### src/rtl/sigpow_pkg.sv
// Shared helpers for the windowed power monitor.
// Assumes window lengths fit in 32 bits.
package sigpow_pkg;

    // Smallest s with 2^s >= value; value 0 or 1 gives 0.
    function automatic int unsigned ceil_log2(input logic [31:0] value);
        int unsigned r;
        r = 0;
        for (int b = 0; b < 32; b++) begin
            if ((64'(1) << b) < 64'(value)) begin
                r = b + 1;
            end
        end
        return r;
    endfunction

endpackage

### src/rtl/sigpow_term.sv
// Per-sample power term: squares each channel and adds the quadrature
// square only in complex mode. Purely combinational.
// Assumes two's complement samples of SAMPLE_W bits.
module sigpow_term #(
    parameter int SAMPLE_W = 14,
    localparam int TERM_W  = 2 * SAMPLE_W
) (
    input  logic                       complex_mode,
    input  logic signed [SAMPLE_W-1:0] sample_i,
    input  logic signed [SAMPLE_W-1:0] sample_q,
    output logic        [TERM_W-1:0]   term
);
    localparam int SQ_W = 2 * SAMPLE_W - 1;

    logic signed [SAMPLE_W-1:0] chan [2];
    logic        [SQ_W-1:0]     sq   [2];

    assign chan[0] = sample_i;
    assign chan[1] = sample_q;

    // One squarer per channel.
    for (genvar ch = 0; ch < 2; ch++) begin : g_sq
        logic signed [2*SAMPLE_W-1:0] prod;
        // Signed square is never negative, so its top bit is unused.
        always_comb prod = chan[ch] * chan[ch];
        assign sq[ch] = prod[SQ_W-1:0];
        // a square is never negative.
        always_comb begin
            p_square_sign_r6: assert (!prod[2*SAMPLE_W-1]);
        end
    end

    // Combine channels according to the mode.
    always_comb begin
        term = TERM_W'(sq[0]);
        if (complex_mode) begin
            term = TERM_W'(sq[0]) + TERM_W'(sq[1]);
        end
    end
endmodule

### src/rtl/sigpow_window.sv
// Window timer: a down counter loaded with the period at each window
// start. A count of one marks the last slot; the next enabled sample
// closes the window and opens the following one.
// Assumes period 0 means a one-sample window.
module sigpow_window #(
    parameter int PERIOD_W = 24,
    localparam int SHIFT_W = $clog2(PERIOD_W + 1)
) (
    input  logic                clk,
    input  logic                rst_n,
    input  logic                enable,
    input  logic [PERIOD_W-1:0] period,
    output logic                win_start,
    output logic                win_publish,
    output logic [SHIFT_W-1:0]  shift_amt
);
    import sigpow_pkg::*;

    logic [PERIOD_W-1:0] cnt_q;
    logic [PERIOD_W-1:0] per_q;
    logic [PERIOD_W-1:0] per_eff;
    logic [SHIFT_W-1:0]  shift_q;

    // Zero period is promoted to one.
    always_comb per_eff = (period == '0) ? PERIOD_W'(1) : period;

    // Window boundary decode: count 0 (idle after reset) or 1 (last slot).
    always_comb begin
        win_start   = enable && (cnt_q <= PERIOD_W'(1));
        win_publish = enable && (cnt_q == PERIOD_W'(1));
    end

    assign shift_amt = shift_q;

    // Counter, latched period and normalising shift.
    always_ff @(posedge clk) begin
        if (!rst_n) begin
            cnt_q   <= '0;
            per_q   <= '0;
            shift_q <= '0;
        end else if (win_start) begin
            cnt_q   <= per_eff;
            per_q   <= per_eff;
            shift_q <= SHIFT_W'(ceil_log2(32'(per_eff)));
        end else if (enable) begin
            cnt_q   <= cnt_q - PERIOD_W'(1);
        end
    end

    // the count never exceeds the latched window length.
    p_cnt_bound_r2: assert property (@(posedge clk) disable iff (!rst_n)
        cnt_q <= per_q);
    // a new window loads the period present at its start.
    p_load_period_r8: assert property (@(posedge clk) disable iff (!rst_n)
        win_start |=> (cnt_q == $past(per_eff)) && (per_q == $past(per_eff)));
    // a disabled cycle leaves the window position untouched.
    p_hold_cnt_r5: assert property (@(posedge clk) disable iff (!rst_n)
        !enable |=> $stable(cnt_q) && $stable(shift_q));
endmodule

### src/rtl/sigpow_accum.sv
// Accumulator and holding register. Adds each enabled term, reloads
// with the current term at a window start, and at a window close
// normalises the old sum into the holding register and pulses valid.
// Assumes ACC_W covers 2^PERIOD_W full-scale complex terms.
module sigpow_accum #(
    parameter int SAMPLE_W = 14,
    parameter int PERIOD_W = 24,
    parameter int RESULT_W = 20,
    localparam int TERM_W  = 2 * SAMPLE_W,
    localparam int ACC_W   = TERM_W + PERIOD_W + 1,
    localparam int SHIFT_W = $clog2(PERIOD_W + 1),
    localparam int DROP    = 2 * SAMPLE_W - 2 - RESULT_W
) (
    input  logic                clk,
    input  logic                rst_n,
    input  logic                enable,
    input  logic                win_start,
    input  logic                win_publish,
    input  logic [SHIFT_W-1:0]  shift_amt,
    input  logic [TERM_W-1:0]   term,
    output logic [RESULT_W-1:0] result,
    output logic                result_valid
);
    localparam logic [ACC_W-1:0] CODE_MAX = ACC_W'({RESULT_W{1'b1}});

    logic [ACC_W-1:0]    acc_q;
    logic [ACC_W-1:0]    mean;
    logic [ACC_W-1:0]    scaled;
    logic [RESULT_W-1:0] code;
    logic [RESULT_W-1:0] hold_q;
    logic                valid_q;

    // Normalise: divide by 2^shift, drop scale bits, saturate.
    always_comb begin
        mean   = acc_q >> shift_amt;
        scaled = mean >> DROP;
        code   = (scaled > CODE_MAX) ? {RESULT_W{1'b1}} : scaled[RESULT_W-1:0];
    end

    // Running sum; reloads with the incoming term at a window start.
    always_ff @(posedge clk) begin
        if (!rst_n) begin
            acc_q <= '0;
        end else if (win_start) begin
            acc_q <= ACC_W'(term);
        end else if (enable) begin
            acc_q <= acc_q + ACC_W'(term);
        end
    end

    // Holding register and its one-cycle strobe.
    always_ff @(posedge clk) begin
        if (!rst_n) begin
            hold_q  <= '0;
            valid_q <= 1'b0;
        end else begin
            valid_q <= win_publish;
            if (win_publish) begin
                hold_q <= code;
            end
        end
    end

    assign result       = hold_q;
    assign result_valid = valid_q;

    // accumulation inside a window never wraps.
    p_no_overflow_r3: assert property (@(posedge clk) disable iff (!rst_n)
        (enable && !win_start) |=> acc_q >= $past(acc_q));
    // a disabled cycle leaves the sum untouched.
    p_hold_acc_r5: assert property (@(posedge clk) disable iff (!rst_n)
        !enable |=> $stable(acc_q));
    // the held value moves only together with the strobe.
    p_stable_hold_r9: assert property (@(posedge clk) disable iff (!rst_n)
        !valid_q |-> $stable(hold_q));
    // the strobe only follows an enabled cycle.
    p_valid_enabled_r2: assert property (@(posedge clk) disable iff (!rst_n)
        valid_q |-> $past(enable));
endmodule

### src/rtl/sig_power_mon.sv
// Windowed average power monitor, top level. Links the term generator,
// window timer and accumulator. One sample per enabled cycle.
// Assumes RESULT_W <= 2*SAMPLE_W-2 and PERIOD_W <= 32.
module sig_power_mon #(
    parameter int SAMPLE_W = 14,
    parameter int PERIOD_W = 24,
    parameter int RESULT_W = 20
) (
    input  logic                clk,
    input  logic                rst_n,
    input  logic                enable,
    input  logic                complex_mode,
    input  logic [PERIOD_W-1:0] period,
    input  logic [SAMPLE_W-1:0] sample_i,
    input  logic [SAMPLE_W-1:0] sample_q,
    output logic [RESULT_W-1:0] result,
    output logic                result_valid
);
    localparam int TERM_W  = 2 * SAMPLE_W;
    localparam int SHIFT_W = $clog2(PERIOD_W + 1);

    logic [TERM_W-1:0]  term;
    logic               win_start;
    logic               win_publish;
    logic [SHIFT_W-1:0] shift_amt;

    sigpow_term #(.SAMPLE_W(SAMPLE_W)) u_term (
        .complex_mode (complex_mode),
        .sample_i     ($signed(sample_i)),
        .sample_q     ($signed(sample_q)),
        .term         (term)
    );

    sigpow_window #(.PERIOD_W(PERIOD_W)) u_window (
        .clk         (clk),
        .rst_n       (rst_n),
        .enable      (enable),
        .period      (period),
        .win_start   (win_start),
        .win_publish (win_publish),
        .shift_amt   (shift_amt)
    );

    sigpow_accum #(
        .SAMPLE_W (SAMPLE_W),
        .PERIOD_W (PERIOD_W),
        .RESULT_W (RESULT_W)
    ) u_accum (
        .clk          (clk),
        .rst_n        (rst_n),
        .enable       (enable),
        .win_start    (win_start),
        .win_publish  (win_publish),
        .shift_amt    (shift_amt),
        .term         (term),
        .result       (result),
        .result_valid (result_valid)
    );
endmodule

### config.mk
export PLATFORM = sky130hd
export DESIGN_NAME = sig_power_mon
export DESIGN_NICKNAME = d
export VERILOG_FILES = /design/src/rtl/sigpow_pkg.sv /design/src/rtl/sigpow_term.sv /design/src/rtl/sigpow_window.sv /design/src/rtl/sigpow_accum.sv /design/src/rtl/sig_power_mon.sv
export SDC_FILE = /design/constraint.sdc
export NUM_CORES = 1
export LEC_CHECK = 0
export CAP_MARGIN = 20
export CORE_ASPECT_RATIO = 1.75
export CORE_MARGIN = 8
export CORE_UTILIZATION = 45
export CTS_CLUSTER_SIZE = 14
export DETAILED_ROUTE_END_ITERATION = 8
export GPL_TIMING_DRIVEN = 1
export HOLD_SLACK_MARGIN = 0.15
export PLACE_DENSITY = 0.67
export SLEW_MARGIN = 30
export SYNTH_ARGS = -nofsm -noshare
export SYNTH_HDL_FRONTEND = slang
export SYNTH_HIERARCHICAL = 1
export SYNTH_SLANG_ARGS = --single-unit
### constraint.sdc
create_clock -name clk -period 21.5 [get_ports clk]
set_input_delay 4.3 -clock clk [delete_from_list [all_inputs] [get_ports clk]]
set_output_delay 4.3 -clock clk [all_outputs]
set_load 0.01 [all_outputs]
[Word-level counts from Yosys, hierarchy flattened]
Index checks and enable logic that the tools add are counted.
Word-level totals
  register bits: 103
  logic and storage cells: 76
Cells by class
  bitwise gates (word level): 1
  $add $sub $neg: 3
  muxes and demuxes: 31
  reductions and logical operators: 5
  $lt $le $gt $ge: 26
  $mul: 2
  shift operators: 1
  equality and inequality tests: 1
Operators with widths (count)
  28-bit two-way mux: 3
  24-bit two-way mux: 3
  14-bit by 14-bit multiplier with 27-bit output: 2
  53-bit by 28-bit adder with 53-bit output: 1
  53-bit by 5-bit >> shifter with 53-bit output: 1
  47-bit by 20-bit > comparator with 1-bit output, second input constant: 1
  5-bit two-way mux: 9
  4-bit two-way mux: 8
  27-bit by 27-bit adder with 28-bit output: 1
  24-bit by 1-bit equality test with 1-bit output, second input constant: 1
  24-bit by 1-bit <= comparator with 1-bit output, second input constant: 1
  24-bit zero test: 1
  1-bit by 24-bit < comparator with 1-bit output, first input constant: 1
  10-bit by 24-bit < comparator with 1-bit output, first input constant: 1
  11-bit by 24-bit < comparator with 1-bit output, first input constant: 1
  12-bit by 24-bit < comparator with 1-bit output, first input constant: 1
  13-bit by 24-bit < comparator with 1-bit output, first input constant: 1
  14-bit by 24-bit < comparator with 1-bit output, first input constant: 1
  15-bit by 24-bit < comparator with 1-bit output, first input constant: 1
  16-bit by 24-bit < comparator with 1-bit output, first input constant: 1
  17-bit by 24-bit < comparator with 1-bit output, first input constant: 1
  18-bit by 24-bit < comparator with 1-bit output, first input constant: 1
  19-bit by 24-bit < comparator with 1-bit output, first input constant: 1
  2-bit by 24-bit < comparator with 1-bit output, first input constant: 1
  21 further kinds: 26

[Logic depth before layout (Yosys ltp)]
  depth in word-level cells: 27
  gate-level depth with buffers: 43
  mapped depth without buffers: 40

[Cells and area by module]
The synthesis kept the hierarchy.
By module, submodules not included
  sigpow_term: area an instance 14704.1 sq um, sequential area each 0.0 sq um, cells an instance 1631, instances 1
  sigpow_accum: area an instance 7229.4 sq um, sequential area each 1481.4 sq um, cells an instance 934, instances 1
  sigpow_window: area an instance 2339.7 sq um, sequential area each 580.6 sq um, cells an instance 334, instances 1

[Least setup slack after synthesis]
OpenSTA, ideal clock, no wires.
  path type: input -> register
  start: input port sample_q[2]
  end: register u_accum.acc_q[48]
  slack: 8.172 ns
  required time: 21.385 ns
  cell stages on the path: 40
  arrival time: 13.214 ns
  cell sequence: clkbuf_1 nand2_1 fa_1 fa_1 inv_1 fa_1 inv_1 fa_1 inv_1 fa_1 inv_1 fa_1 inv_1 ha_1 or3_1 o211a_1 a21o_1 o31ai_1 (+4 left out) a21o_1 a21o_1 a2111oi_2 nor3_1 nor4_2 o31ai_2 a211oi_1 nor2_1 ha_1 clkbuf_1 clkinv_1 nor4_1 nand2_1 nand2_1 a21oi_1 clkbuf_1 o31a_1 o21a_1
On the way
  longest elaborated chain between the ends: 4
Ends and longest elaborated chain
  start: declaration: line sig_power_mon.sv:15  | input logic [SAMPLE_W-1:0] sample_q,
  14-bit by 14-bit multiplier with 27-bit output: line sigpow_term.sv:25  | always_comb prod = chan[ch] * chan[ch];
  27-bit by 27-bit adder with 28-bit output: line sigpow_term.sv:37  | term = TERM_W'(sq[0]) + TERM_W'(sq[1]);
  28-bit two-way mux: line sigpow_term.sv:36  | if (complex_mode) begin
  net term[27]: line sig_power_mon.sv:22  | logic [TERM_W-1:0] term;
  53-bit by 28-bit adder with 53-bit output: line sigpow_accum.sv:47  | acc_q <= acc_q + ACC_W'(term);
  end signal: assignment: line sigpow_accum.sv:45  | acc_q <= ACC_W'(term);
  end signal: assignment: line sigpow_accum.sv:47
  end: declaration: line sigpow_accum.sv:26  | logic [ACC_W-1:0] acc_q;
The timed path passes the listed nets, and every way through them passes these cells.
A chain may end at the register's enable or synchronous reset.

[Worst setup path in the final report]
  start: input port sample_q[2]
  end: register u_accum.acc_q[52]
Same word-level chain as after synthesis.

==> summary.txt <==
Run status
  – Outcome: completed

STA
  – Clock skew: 0.0157 ns
  – Tcrit/Tclk final: 68.6%
  – Achievable Freq: 67.8 MHz
  – Post-route minimum period: 14.75 ns
  – Max-slew violation count: 0
  – Hold Vio Cnt, Final: 0
  – Slew @ Worst Pin: 0.965 ns
  – Final setup viols: 0
  – RSZ-0062 raised after global routing: false
  – Final setup TNS: 0 ns
  – Max-slew headroom: between 30% and 40%

Setup path
  – Critical path class: in -> reg
  – Critical-path top delay cell: clkdlybuf4s50_1
  – Crit path capture type: flip-flop
  – Slowest Stage Delay on Critical Path: 0.92 ns
  – Endpoint of the worst-slack reg-to-reg timing path: u_accum/result[16]
  – R2R Setup Slk: 17.66 ns
  – Worst EP arrival: between 15 and 20 ns
  – FF-to-FF path depth: 12
  – Startpoint Class: input pin
  – Required @ worst endpoint: 21.79 ns
  – Most Frequent Cell on Critical Path: inv_1
  – Max FO, Critical Path: 15
  – RR Startpoint: u_window/cnt_q[21]

Clock tree
  – CTS tree: built
  – Clock sinks: 103
  – CTS Buf Count: 9
  – Cts repair resizes: 0
  – Hold buffers post-CTS: 0
  – Max clock buf depth: 2
  – Worst skew pair latency: 0.38 ns
  – Reg clk slew, reported paths: 0.08 ns
  – CTS Root Cell: clkbuf_16
  – Post-CTS Setup Bufs: 0
  – H-tree depth: 3

Detailed routing
  – Final WL: 66,200 um
  – Via count: 20.6k
  – Router iterations before antenna repair: 5
  – DRC: 0
  – DR WL/cell: between 15 and 20 um
  – Drt first-iter violations: 990
  – Post-DRT Antenna Nets: 0
  – Vias/cell: 5.77

Layout
  – Design Area, Final: 25,800 um^2
  – Share of cells above drive strength 1: 5.49%
  – Fillers: 5,122
  – N_diodes: 0
  – Final non-filler cell total: between 3k and 4k
  – Area Overhead vs Synth: 6.29%
  – Final #Nets: ~3.5k
  – Post-layout util: 48.3%

Logic synthesis
  – Synth top area share: 28.0%
  – Post-synth net total: 3,479
  – Synth warnings: 6
  – Ys async rst share: 0%
  – Synth cell count leaders: 486 x inv_1, 340 x fa_1, 264 x nand2_1
  – Syn_area_per_cell: 8.37 um^2
  – Post-synthesis register bit count: 103
  – Synth Flop Type: dfxtp_1
  – Top-count cell post-synth: inv_1
  – Dominant cell type by area after synthesis: fa_1
  – Top post-synthesis cells by area: fa_1 28%, ha_1 9.5%, dfxtp_1 8.5%
  – EDFF count, synth: 0
  – Post-synthesis sequential area ratio: 8.49%
  – Post-synthesis cell type count: 101
  – Syn Inst Count: 2,899
  – Syn Std Cell Area: 24,300 um^2

Global routing
  – Largest net degree at the start of global routing: 71
  – Initial antenna violation count: 0
  – Global-route wire length before repair: 110,000 um
  – GR Overflow Total: 0
  – GR Util All Layers: 21.8%
  – Number of global-route vias before repair: 21.8k

Placed design
  – Dpl cells: 3,543
  – Gp weighted congestion: between 0.9 and 1
  – Post-DP HPWL: between 50,000 and 60,000 um
  – Placed cell areas: about 25,000 um^2
  – PortBufs: 76

Min path
  – Hold depth: 2
  – Min-delay src: u_window/cnt_q[15]
  – Worst Hold Endpoint: u_window/cnt_q[15]
  – Worst hold path class: reg -> reg

Flow run
  – Max Cap Violations: 0

Die
  – Die area: 61,900 um^2
  – IO Pins: between 70 and 80
  – Die Y: 323 um
  – Die width: approximately 190 um
  – Initial core utilization: 45.5%
  – Row cnt: 112
  – Core footprint: 53,400 um^2
[kinds of logic (layout without fill, tap and decap cells)]
| logic type | Yosys count | in the layout | share of synthesized area (%) |
|---|---|---|---|
| buf+inv | 619 | 596 | 9.77 |
| compound gates | 611 | 611 | 16.7 |
| mux | 125 | 125 | 6.79 |
| fa+ha+maj | 524 | 524 | 37.5 |
| simple gates | 807 | 807 | 16.8 |
| xor+xnor | 110 | 110 | 3.97 |
| flops | 103 | 103 | 8.49 |
[stage by stage]
step | hold WS (ns) | worst slack (ns)
6_report | 0.498 | 6.75
5_1_grt | 0.531 | 6.06
4_1_cts | 0.496 | 6.72
3_5_place_dp | 0.485 | 6.39
3_3_place_gp | 0.477 | 6.48
2_1_floorplan | 0.453 | 8.17
[worst max-delay path, delay by kind of cell]
kind	cells	cell delay (ns)
AOI/OAI and AO/OA	12	2.78
xor gates and xnor gates	1	0.10
adders and majority gates	9	3.66
buffers and inverters	9	1.87
and+or+nand+nor	7	2.28
[layout make-up]
cell class / count / area (um^2) / share of cell area (%)
timing repair buffer: 90 / 882 / 3.42
inverter: 490 / 1840 / 7.13
tap: 684 / 856 / 3.32
sequential: 103 / 2070 / 8.01
clock inverter: 6 / 68.8 / 0.267
clock buffer: 10 / 229 / 0.887
multi-input combinational: 2177 / 19900 / 77.0
[worst max-delay path by stage]
stage | to | cells after the start | startpoint
after floorplan | u_accum/acc_q[48] | 40 | sample_q[2]
after global placement | u_accum/acc_q[39] | 31 | sample_i[13]
after detailed placement | u_accum/acc_q[52] | 30 | sample_i[13]
after CTS | u_accum/acc_q[52] | 30 | sample_i[13]
after global routing | u_accum/acc_q[52] | 40 | sample_q[2]
final | u_accum/acc_q[52] | 38 | sample_q[2]
[sequential cells by signal, summed over array words and instances, names as in the netlist]
register,cells
u_accum/acc_q,53
u_accum/result,20
u_accum/result_valid,1
u_window/cnt_q,24
u_window/shift_amt,5
[layer usage]
metal / wire length (um) / up-vias / track usage (%)
met3: 1560 / 179 / 1.65
met5: 0 / - / 0
met4: 4450 / 0 / 13.2
li1: - / 9672 / -
met1: 23700 / 10200 / 22.4
met2: 36400 / 484 / 42.0
[layout by cell type (no fill, tap or decap), drive strengths merged, types with 31 or more instances in the layout]
cell           count
mux2i             63
mux2              34
nor2             158
nand2            264
fa               340
nor2b             36
xor2              31
o21ai            149
and2              99
a21o              41
clkdlybuf4s50     73
inv              487
nor3              53
xnor2             79
dfxtp            103
a21oi            167
ha               184
Power is not shown: default switching activity piles up to over one toggle a cycle in this logic, so the estimate is an artifact.
